--- config.mk ---
export PLATFORM = sky130hd
export DESIGN_NAME = gpa_top
export DESIGN_NICKNAME = d
export VERILOG_FILES = /design/src/rtl/gpa_pkg.sv /design/src/rtl/gpa_prescaler.sv /design/src/rtl/gpa_gate_sync.sv /design/src/rtl/gpa_event_sel.sv /design/src/rtl/gpa_top.sv
export SDC_FILE = /design/constraint.sdc
export NUM_CORES = 1
export LEC_CHECK = 0
export BUFFER_PORTS_ARGS = -buffer_cell sky130_fd_sc_hd__clkbuf_2
export CAP_MARGIN = 10
export CORE_ASPECT_RATIO = 0.9
export CORE_MARGIN = 2
export CORE_UTILIZATION = 50
export CTS_CLUSTER_SIZE = 25
export DETAILED_ROUTE_END_ITERATION = 8
export PLACE_DENSITY = 0.79
export SYNTH_ARGS = -nofsm -noshare
export SYNTH_HDL_FRONTEND = slang
export SYNTH_SLANG_ARGS = --single-unit
export TNS_END_PERCENT = 100
--- constraint.sdc ---
create_clock -name clk -period 5 [get_ports clk]
set_clock_uncertainty 0.15 [all_clocks]
set_input_delay 1 -clock clk [delete_from_list [all_inputs] [get_ports clk]]
set_output_delay 1 -clock clk [all_outputs]
set_load 0.05 [all_outputs]
--- src/rtl/gpa_pkg.sv ---
package gpa_pkg;
    localparam int unsigned GPA_CNT_W   = 16;
    localparam int unsigned GPA_DIV     = 64;
    localparam int unsigned GPA_SYNC_N  = 2;

    typedef enum logic {
        ACC_MODE_EVENT = 1'b0,
        ACC_MODE_GATED = 1'b1
    } acc_mode_e;

    typedef struct packed {
        logic level;
        logic rise;
        logic fall;
    } gate_info_t;
endpackage

--- src/rtl/gpa_prescaler.sv ---
module gpa_prescaler #(
    parameter int unsigned DIV = gpa_pkg::GPA_DIV
) (
    input  logic clk,
    input  logic rst_n,
    input  logic enable,
    output logic tick
);
    localparam int unsigned PW = (DIV > 2) ? $clog2(DIV) : 1;
    localparam logic [PW-1:0] LAST = PW'(DIV - 1);

    typedef struct packed {
        logic [PW-1:0] cnt;
    } psc_t;

    psc_t st_d, st_q;

    always_comb begin
        st_d = st_q;
        tick = enable && (st_q.cnt == LAST);
        if (!enable) begin
            st_d.cnt = '0;
        end else if (tick) begin
            st_d.cnt = '0;
        end else begin
            st_d.cnt = st_q.cnt + 1'b1;
        end
    end

    always_ff @(posedge clk or negedge rst_n) begin
        if (!rst_n) begin
            st_q <= '0;
        end else begin
            st_q <= st_d;
        end
    end
endmodule

--- src/rtl/gpa_gate_sync.sv ---
module gpa_gate_sync #(
    parameter int unsigned STAGES = gpa_pkg::GPA_SYNC_N
) (
    input  logic                clk,
    input  logic                rst_n,
    input  logic                pin,
    output gpa_pkg::gate_info_t info
);
    typedef struct packed {
        logic [STAGES-1:0] chain;
        logic              prev;
    } sync_t;

    sync_t st_d, st_q;
    logic  lvl;

    generate
        if (STAGES == 1) begin : g_single
            always_comb st_d.chain = pin;
        end else begin : g_multi
            always_comb st_d.chain = {st_q.chain[STAGES-2:0], pin};
        end
    endgenerate

    assign lvl = st_q.chain[STAGES-1];

    always_comb begin
        st_d.prev  = lvl;
        info.level = lvl;
        info.rise  = lvl && !st_q.prev;
        info.fall  = !lvl && st_q.prev;
    end

    always_ff @(posedge clk or negedge rst_n) begin
        if (!rst_n) begin
            st_q <= '0;
        end else begin
            st_q <= st_d;
        end
    end
endmodule

--- src/rtl/gpa_event_sel.sv ---
module gpa_event_sel (
    input  gpa_pkg::gate_info_t info,
    input  logic                mode_gated,
    input  logic                pol_high,
    input  logic                tick,
    output logic                inc,
    output logic                in_set
);
    logic active;
    logic trailing;
    logic sel_edge;

    always_comb begin
        active   = pol_high ? info.level : !info.level;
        trailing = pol_high ? info.fall : info.rise;
        sel_edge = pol_high ? info.rise : info.fall;
        if (gpa_pkg::acc_mode_e'(mode_gated) == gpa_pkg::ACC_MODE_GATED) begin
            inc    = tick && active;
            in_set = trailing;
        end else begin
            inc    = sel_edge;
            in_set = sel_edge;
        end
    end
endmodule

--- src/rtl/gpa_top.sv ---
module gpa_top #(
    parameter int unsigned CNT_W  = gpa_pkg::GPA_CNT_W,
    parameter int unsigned DIV    = gpa_pkg::GPA_DIV,
    parameter int unsigned STAGES = gpa_pkg::GPA_SYNC_N
) (
    input  logic             clk,
    input  logic             rst_n,
    input  logic             tmr_en,
    input  logic             gate_pin,
    input  logic             mode_gated,
    input  logic             pol_high,
    input  logic             in_ie,
    input  logic             ovf_ie,
    input  logic             cnt_wr,
    input  logic [CNT_W-1:0] cnt_wdata,
    input  logic             clr_in_flag,
    input  logic             clr_ovf_flag,
    output logic [CNT_W-1:0] cnt_rd,
    output logic             in_flag,
    output logic             ovf_flag,
    output logic             irq_in,
    output logic             irq_ovf
);
    localparam logic [CNT_W-1:0] CNT_MAX = '1;

    typedef struct packed {
        logic [CNT_W-1:0] cnt;
        logic             in_flag;
        logic             ovf_flag;
    } acc_t;

    acc_t                st_d, st_q;
    logic                tick;
    logic                inc;
    logic                in_set;
    logic                ovf_set;
    gpa_pkg::gate_info_t ginfo;

    gpa_prescaler #(.DIV(DIV)) u_psc (
        .clk    (clk),
        .rst_n  (rst_n),
        .enable (tmr_en),
        .tick   (tick)
    );

    gpa_gate_sync #(.STAGES(STAGES)) u_sync (
        .clk   (clk),
        .rst_n (rst_n),
        .pin   (gate_pin),
        .info  (ginfo)
    );

    gpa_event_sel u_sel (
        .info       (ginfo),
        .mode_gated (mode_gated),
        .pol_high   (pol_high),
        .tick       (tick),
        .inc        (inc),
        .in_set     (in_set)
    );

    always_comb begin
        st_d    = st_q;
        ovf_set = 1'b0;
        if (cnt_wr) begin
            st_d.cnt = cnt_wdata;
        end else if (inc) begin
            st_d.cnt = st_q.cnt + 1'b1;
            ovf_set  = (st_q.cnt == CNT_MAX);
        end
        if (in_set) begin
            st_d.in_flag = 1'b1;
        end else if (clr_in_flag) begin
            st_d.in_flag = 1'b0;
        end
        if (ovf_set) begin
            st_d.ovf_flag = 1'b1;
        end else if (clr_ovf_flag) begin
            st_d.ovf_flag = 1'b0;
        end
    end

    always_ff @(posedge clk or negedge rst_n) begin
        if (!rst_n) begin
            st_q <= '0;
        end else begin
            st_q <= st_d;
        end
    end

    assign cnt_rd   = st_q.cnt;
    assign in_flag  = st_q.in_flag;
    assign ovf_flag = st_q.ovf_flag;
    assign irq_in   = st_q.in_flag && in_ie;
    assign irq_ovf  = st_q.ovf_flag && ovf_ie;
endmodule

==> results of run 1 <==
## cell families after synthesis
| kind of cell | after synthesis |
|---|---|
| AOI/OAI and AO/OA | 29 |
| xor gates and xnor gates | 20 |
| adders and majority gates | 2 |
| buffers and inverters | 10 |
| DFF | 27 |
| muxes | 5 |
| and+or+nand+nor | 49 |
## worst max-delay path, delay by kind of cell
kind                   cells  cell delay [ns]
buffers and inverters      2             0.34
AND/OR/NAND/NOR            1             0.10
## flip-flops by register name (all words and copies together), names as in the netlist
name and count:
in_flag 1, u_psc.st_q 6, u_sync.st_d 1, cnt_rd 16
ovf_flag 1, u_sync.st_q 1, u_sync.info 1
## routing by layer
metal / global-route usage (%) / wire length [µm] / vias to the layer above
li1: - / - / 585
met1: 24.1 / 1350 / 594
met2: 36.7 / 1500 / 35
met3: 3.49 / 138 / 6
met4: 6.88 / 42 / 0
met5: 0 / 0 / -
## cell usage in the layout, fill, tap and decap left out, types with 2 or more instances in the layout
cell,n
clkbuf_2,46
dfrtp_1,27
nand2_1,19
xor2_1,13
o21ai_0,10
nor2_1,8
and2_1,7
xnor2_1,7
o2111ai_1,7
nand3_1,4
inv_1,4
o211ai_1,4
mux2_2,4
and3_1,3
o21ai_1,3
clkbuf_4,3
nand3b_1,2
ha_1,2
## layout make-up
class                   instances  area, µm²  area share, %
repair buffers                 46        230           13.4
well taps                      40       50.0           2.90
multi-input cells             105        726           42.1
inverters                       4       15.0          0.871
flip-flops and latches         27        676           39.2
clock buffers                   4       26.3           1.53
## how the worst max path moves through the flow
stage / startpoint / endpoint / slack [ns]
floorplan: in_ie / irq_in / 2.44
global placement: pol_high / cnt_rd[15]$_DFFE_PN0P_ / 2.15
detailed placement: pol_high / cnt_rd[6]$_DFFE_PN0P_ / 2.06
CTS: in_ie / irq_in / 2.41
global route: pol_high / cnt_rd[12]$_DFFE_PN0P_ / 2.31
finish: in_ie / irq_in / 2.41
## power by group
| part | internal [mW] | total (mW) | leakage (nW) | switching, mW |
|---|---|---|---|---|
| Sequential | 0.235 | 0.254 | 0.334 | 0.0186 |
| Combinational | 0.0371 | 0.126 | 0.458 | 0.0887 |
| Clock | 0.0313 | 0.0974 | 0.0150 | 0.0661 |
| Total | 0.303 | 0.477 | 0.807 | 0.173 |
## through the flow
| step | hold slack [ns] | setup slack (ns) |
|---|---|---|
| after floorplan | 0.181 | 2.44 |
| after detailed placement | 0.191 | 2.06 |
| after global placement | 0.185 | 2.15 |
| after global routing | 0.235 | 2.31 |
| final | 0.221 | 2.41 |
| after CTS | 0.224 | 2.41 |
==> impl_metrics.csv, run 1 <==
group,metric,value,unit
grt,grt_max_degree,28,
grt,grt_usage,20.1,%
clock_tree,htreeDepth,1,
clock_tree,ctsHoldBuffers,0,
floorplanning,io_pins,47,
critical_path,critical_path_peak_fanout,1,
power,power_leakage,0.807,nW
route,route.detailed.drc,0,
clock_tree,cts.sinks,27,
timing,tightest_slew,0.727,ns
placement,place_inst,222,
timing,maxSlewHeadroom,51.3,%
clock_tree,root_buffer,"clkbuf_4",
synth,yosysMostFrequentCell,"dfrtp_1",
grt,grt_pass1_wl,5000,µm
timing,rsz0062_at_grt,"no",
synth,yosysTopAreaCell,"dfrtp_1",
critical_path,cp.required,3.85,ns
final_layout,layoutNonFillerInstCount,226,
clock_tree,path_clk_slew,0.15,ns
final_layout,nNetsFinal,216,
synth,ys_seq_elements,27,
min_path,hold_path.class,"reg -> reg",
route,via_per_inst,5.40,
critical_path,crit_path_end_kind,"output port",
placement,routabilityCongestion,0.828,
critical_path,critPathLaunchType,"input pin",
final_layout,diodes,0,
timing,min_period_over_period,51.9,%
synth,syn_area,1450,µm²
floorplanning,initial_utilization,52.8,%
grt,grt_pass1_vias,1180,
power,ir_drop,158,µV
synth,synth.distinct_cells,32,
synth,synth_fa_ha_area_share,1.73,%
floorplanning,die_y,55.1,µm
synth,yosysSeqAreaShare,46.6,%
timing,slew_violations,0,
critical_path,slowest_stage,"clkbuf_2",
final_layout,utilization,62.7,%
route,wire_per_inst,13.4,µm
min_path,min_to,"u_sync.info[2]$_DFF_PN0_",
clock_tree,post_cts_buffers,0,
power,p_total,477,µW
route,first_pass_iters,4,
grt,antenna_found_initial,0,
clock_tree,cts_buffers,3,
final_layout,drive_gt1_share,31.2,%
route,drt-total-wl,3030,µm
critical_path,reg2reg_to,"cnt_rd[6]$_DFFE_PN0P_",
route,first_iter_violations,42,
synth,synth-compound-area-share,14.2,%
timing,setup_violations,0,
power,powerDensity,277,nW/µm²
floorplanning,die_area,3350,µm²
clock_tree,cts.path.max_buffers,2,
timing,fmax,0.385,GHz
critical_path,critical-path-max-stage-delay,0.27,ns
synth,syn_nets,171,
synth,ys.flop_type,"dfrtp_1",
synth,synth_top_family_by_area,"simple AND/OR/NAND/NOR gates",
synth,syn-instance-count,142,
timing,period_needed,2.59,ns
synth,synth_top_area_share,46.6,%
route,antenna_left,0,
critical_path,crit_chain,"clkbuf_2 -> and2_1 -> clkbuf_2",
critical_path,critical_path_arrival,1.44,ns
route,vias,1220,
critical_path,rr_worst_depth,6,
placement,dp_hpwl,2290,µm
placement,portBuffers,46,
synth,synthMuxAreaShare,3.80,%
critical_path,critical_path_class,"in -> out",
synth,yosys.area_share.simple,18.2,%
synth,synthXorXnorAreaFrac,12.1,%
placement,detailed_place.area,1700,µm²
grt,gr-total-overflow,0,
synth,synth_edf_count,0,
timing,fin_tns_setup,0,ns
run_status,outcome,"completed",
final_layout,finalInstanceArea,1720,µm²
min_path,min_path_cells,0,
critical_path,rrSetupSlack,2.62,ns
clock_tree,post_cts_resized,0,
synth,async_reset_ff_share,100,%
job,cap_violations,0,
final_layout,fillCellCount,249,
timing,hold_viol,0,
floorplanning,row_count,18,
final_layout,area_growth_syn_to_layout,18.8,%
synth,synth_area_per_cell,10.2,µm²
min_path,hp-start,"u_sync.st_d[2]$_DFF_PN0_",
synth,ys_warn_count,0,
floorplanning,core,2750,µm²
clock_tree,cts_tree,"done",
synth,synth_common_cells,"27 x dfrtp_1, 19 x nand2_1, 13 x xor2_1, 10 x o21ai_0, 8 x nor2_1",
clock_tree,clk_latency,0.33,ns
floorplanning,die_w,60.8,µm
synth,synth.area.top_cells,"dfrtp_1 47%, xor2_1 7.9%, nand2_1 4.9%",
critical_path,cp_common_cell,"clkbuf_2",
critical_path,reg2reg_from,"u_psc.st_q[0]$_DFF_PN0_",
(Power assumes the default switching activity.)
==> run 2, diff against run 1 <==
--- a/config.mk
+++ b/config.mk
@@ -9,10 +9,10 @@
 export CAP_MARGIN = 10
 export CORE_ASPECT_RATIO = 0.9
 export CORE_MARGIN = 2
-export CORE_UTILIZATION = 50
+export CORE_UTILIZATION = 45
 export CTS_CLUSTER_SIZE = 25
 export DETAILED_ROUTE_END_ITERATION = 8
-export PLACE_DENSITY = 0.79
+export PLACE_DENSITY = 0.75
 export SYNTH_ARGS = -nofsm -noshare
 export SYNTH_HDL_FRONTEND = slang
 export SYNTH_SLANG_ARGS = --single-unit
==> constraint.sdc (replaced) <==
create_clock -name clk -period 2.2 [get_ports clk]
set_clock_uncertainty 0.15 [all_clocks]
set_input_delay 0.44 -clock clk [delete_from_list [all_inputs] [get_ports clk]]
set_output_delay 0.44 -clock clk [all_outputs]
set_load 0.05 [all_outputs]
==> run 2 against run 1 <==
Sequential share of layout area fell by 1.0 points. Clock power increased by 120%. Final area rose by 2.6%. Via count shrank 2.9%. Register-to-register slack worse by 2.5 ns. Final cell count grew 2.7%. Highest routed layer unchanged.
==> impl_metrics.csv, run 2 (synthesis gave the netlist of run 1 again) <==
group,metric,value,unit
run_status,outcome,"completed",
critical_path,crit_path_end_kind,"register",
critical_path,critical_path_arrival,2.15,ns
placement,routabilityCongestion,0.772,
timing,rsz0062_at_grt,"no",
clock_tree,clk_latency,0.32,ns
final_layout,layout_commonest_cell,"clkbuf_2",
power,power_leakage,0.828,nW
floorplanning,die_y,57.9,µm
min_path,hold_path.class,"in -> reg",
route,route.met2.wl,1490,µm
route,wl_met1,1350,µm
timing,worst_slack,0.155,ns
grt,grt_max_degree,28,
route,vias,1185,
timing,hold_viol,0,
route,drt-total-wl,3010,µm
route,first_pass_iters,4,
job,cap_violations,0,
timing,period_needed,2.05,ns
power,powerDensity,608,nW/µm²
clock_tree,cts_tree,"done",
final_layout,nNetsFinal,220,
grt,grt_pass1_vias,1245,
grt,grt_usage,18.6,%
timing,slew_violations,0,
critical_path,critPathLaunchType,"register",
route,wire_per_inst,13.0,µm
final_layout,layoutNonFillerInstCount,232,
grt,grt_pass1_wl,5490,µm
clock_tree,cts.sinks,27,
route,route.detailed.drc,0,
critical_path,crit_chain,"ha_1 -> and3_4 -> nor4b_4 -> buf_6 -> o211ai_2 -> or3_1 -> a31oi_1",
floorplanning,core,3070,µm²
floorplanning,die_area,3690,µm²
timing,fin_tns_setup,0,ns
final_layout,drive_gt1_share,33.2,%
route,wl_met3,165,µm
placement,pre_cts_ws,0.0496,ns
floorplanning,initial_utilization,47.3,%
final_layout,utilization,57.6,%
critical_path,cp.required,2.31,ns
route,antenna_left,0,
floorplanning,die_w,63.8,µm
clock_tree,cts.path.max_buffers,2,
placement,portBuffers,46,
final_layout,largest_register_ffs,16,
final_layout,layout_common_cells,"46 x clkbuf_2, 27 x dfrtp_1, 19 x nand2_1, 13 x xor2_1, 10 x o21ai_0",
placement,place_inst,227,
route,dr.max_layer_used,"met4",
power,p_total,1.07,mW
final_layout,diodes,0,
timing,whs,0.0674,ns
floorplanning,row_count,19,
timing,maxSlewHeadroom,54.7,%
critical_path,critical_path_peak_fanout,14,
grt,gr-total-overflow,0,
final_layout,finalInstanceArea,1770,µm²
route,first_iter_violations,35,
clock_tree,root_buffer,"clkbuf_4",
route,via_per_inst,5.11,
grt,antenna_found_initial,0,
floorplanning,io_pins,47,
clock_tree,htreeDepth,1,
power,ir_drop,316,µV
timing,setup_violations,0,
clock_tree,cts_buffers,3,
critical_path,critical_path_class,"reg -> reg",
timing,min_period_over_period,93.0,%
clock_tree,path_clk_slew,0.14,ns
timing,fmax,0.489,GHz
timing,tightest_slew,0.679,ns
placement,dp_hpwl,2360,µm
critical_path,slowest_stage,"dfrtp_1",
placement,detailed_place.area,1720,µm²
critical_path,critical-path-max-stage-delay,0.40,ns
final_layout,area_growth_syn_to_layout,21.9,%
-- run 2: cell count changes in the layout (fill, tap and decap cells not counted) --
cell / before / now
buf_4: 0 / 2
and3_4: 0 / 1
clkbuf_1: 1 / 0
dlygate4sd3_1: 0 / 1
clkinv_2: 0 / 1
and3_1: 3 / 2
buf_6: 0 / 1
-- run 2: final timing paths --
| path | from | endpoint | slack (ns) | depth (start not counted) |
|---|---|---|---|---|
| hold / removal | gate_pin | u_sync.st_d[2]$_DFF_PN0_ | 0.07 | 1 |
| setup / recovery | u_psc.st_q[0]$_DFF_PN0_ | cnt_rd[12]$_DFFE_PN0P_ | 0.15 | 7 |
| setup reg to reg | u_psc.st_q[0]$_DFF_PN0_ | cnt_rd[12]$_DFFE_PN0P_ | 0.15 | 7 |
| hold reg to reg | u_sync.st_d[2]$_DFF_PN0_ | u_sync.info[2]$_DFF_PN0_ | 0.22 | 0 |
| max in group asynchronous | rst_n | in_flag$_DFFE_PN0P_ | 0.95 | 2 |
| min in group asynchronous | rst_n | cnt_rd[5]$_DFFE_PN0P_ | 0.51 | 2 |
-- run 2: critical path, delay by kind of cell (launching register included) --
| kind | cells | cell delay (ns) |
|---|---|---|
| AO/OA/AOI/OAI | 2 | 0.30 |
| adder cells (fa/ha/maj) | 1 | 0.20 |
| buffers and inverters | 1 | 0.19 |
| flip-flops | 1 | 0.40 |
| AND/OR/NAND/NOR | 3 | 0.75 |
-- run 2: final cells by class --
| cell class | count | area (µm²) |
|---|---|---|
| sequential | 27 | 676 |
| fill | 298 | 1300 |
| inverter | 4 | 15.0 |
| clock inverter | 1 | 5.00 |
| tap | 42 | 52.6 |
| clock buffer | 3 | 22.5 |
| multi-input combinational | 105 | 731 |
| timing repair buffer | 50 | 267 |
-- run 2: layer usage --
layer	vias to the layer above	global-route usage, %
li1	591	-
met1	559	23.3
met2	33	32.6
met3	2	5.05
met4	0	3.73
met5	-	0
-- run 2: power breakdown --
| group | internal (mW) | leakage (nW) | total (mW) | switching (mW) |
|---|---|---|---|---|
| clock | 0.0682 | 0.0177 | 0.211 | 0.143 |
| sequential | 0.534 | 0.334 | 0.575 | 0.0411 |
| combinational | 0.0864 | 0.476 | 0.288 | 0.201 |
| total | 0.689 | 0.828 | 1.07 | 0.386 |
-- run 2: repair_timing --
item | CTS | global route
setup buffers | 0 | 0
hold buffers | 1 | 0
endpoints found under the setup margin | 0 | 4
gates resized for setup | 0 | 2
hold endpoints to repair | 27 | 0
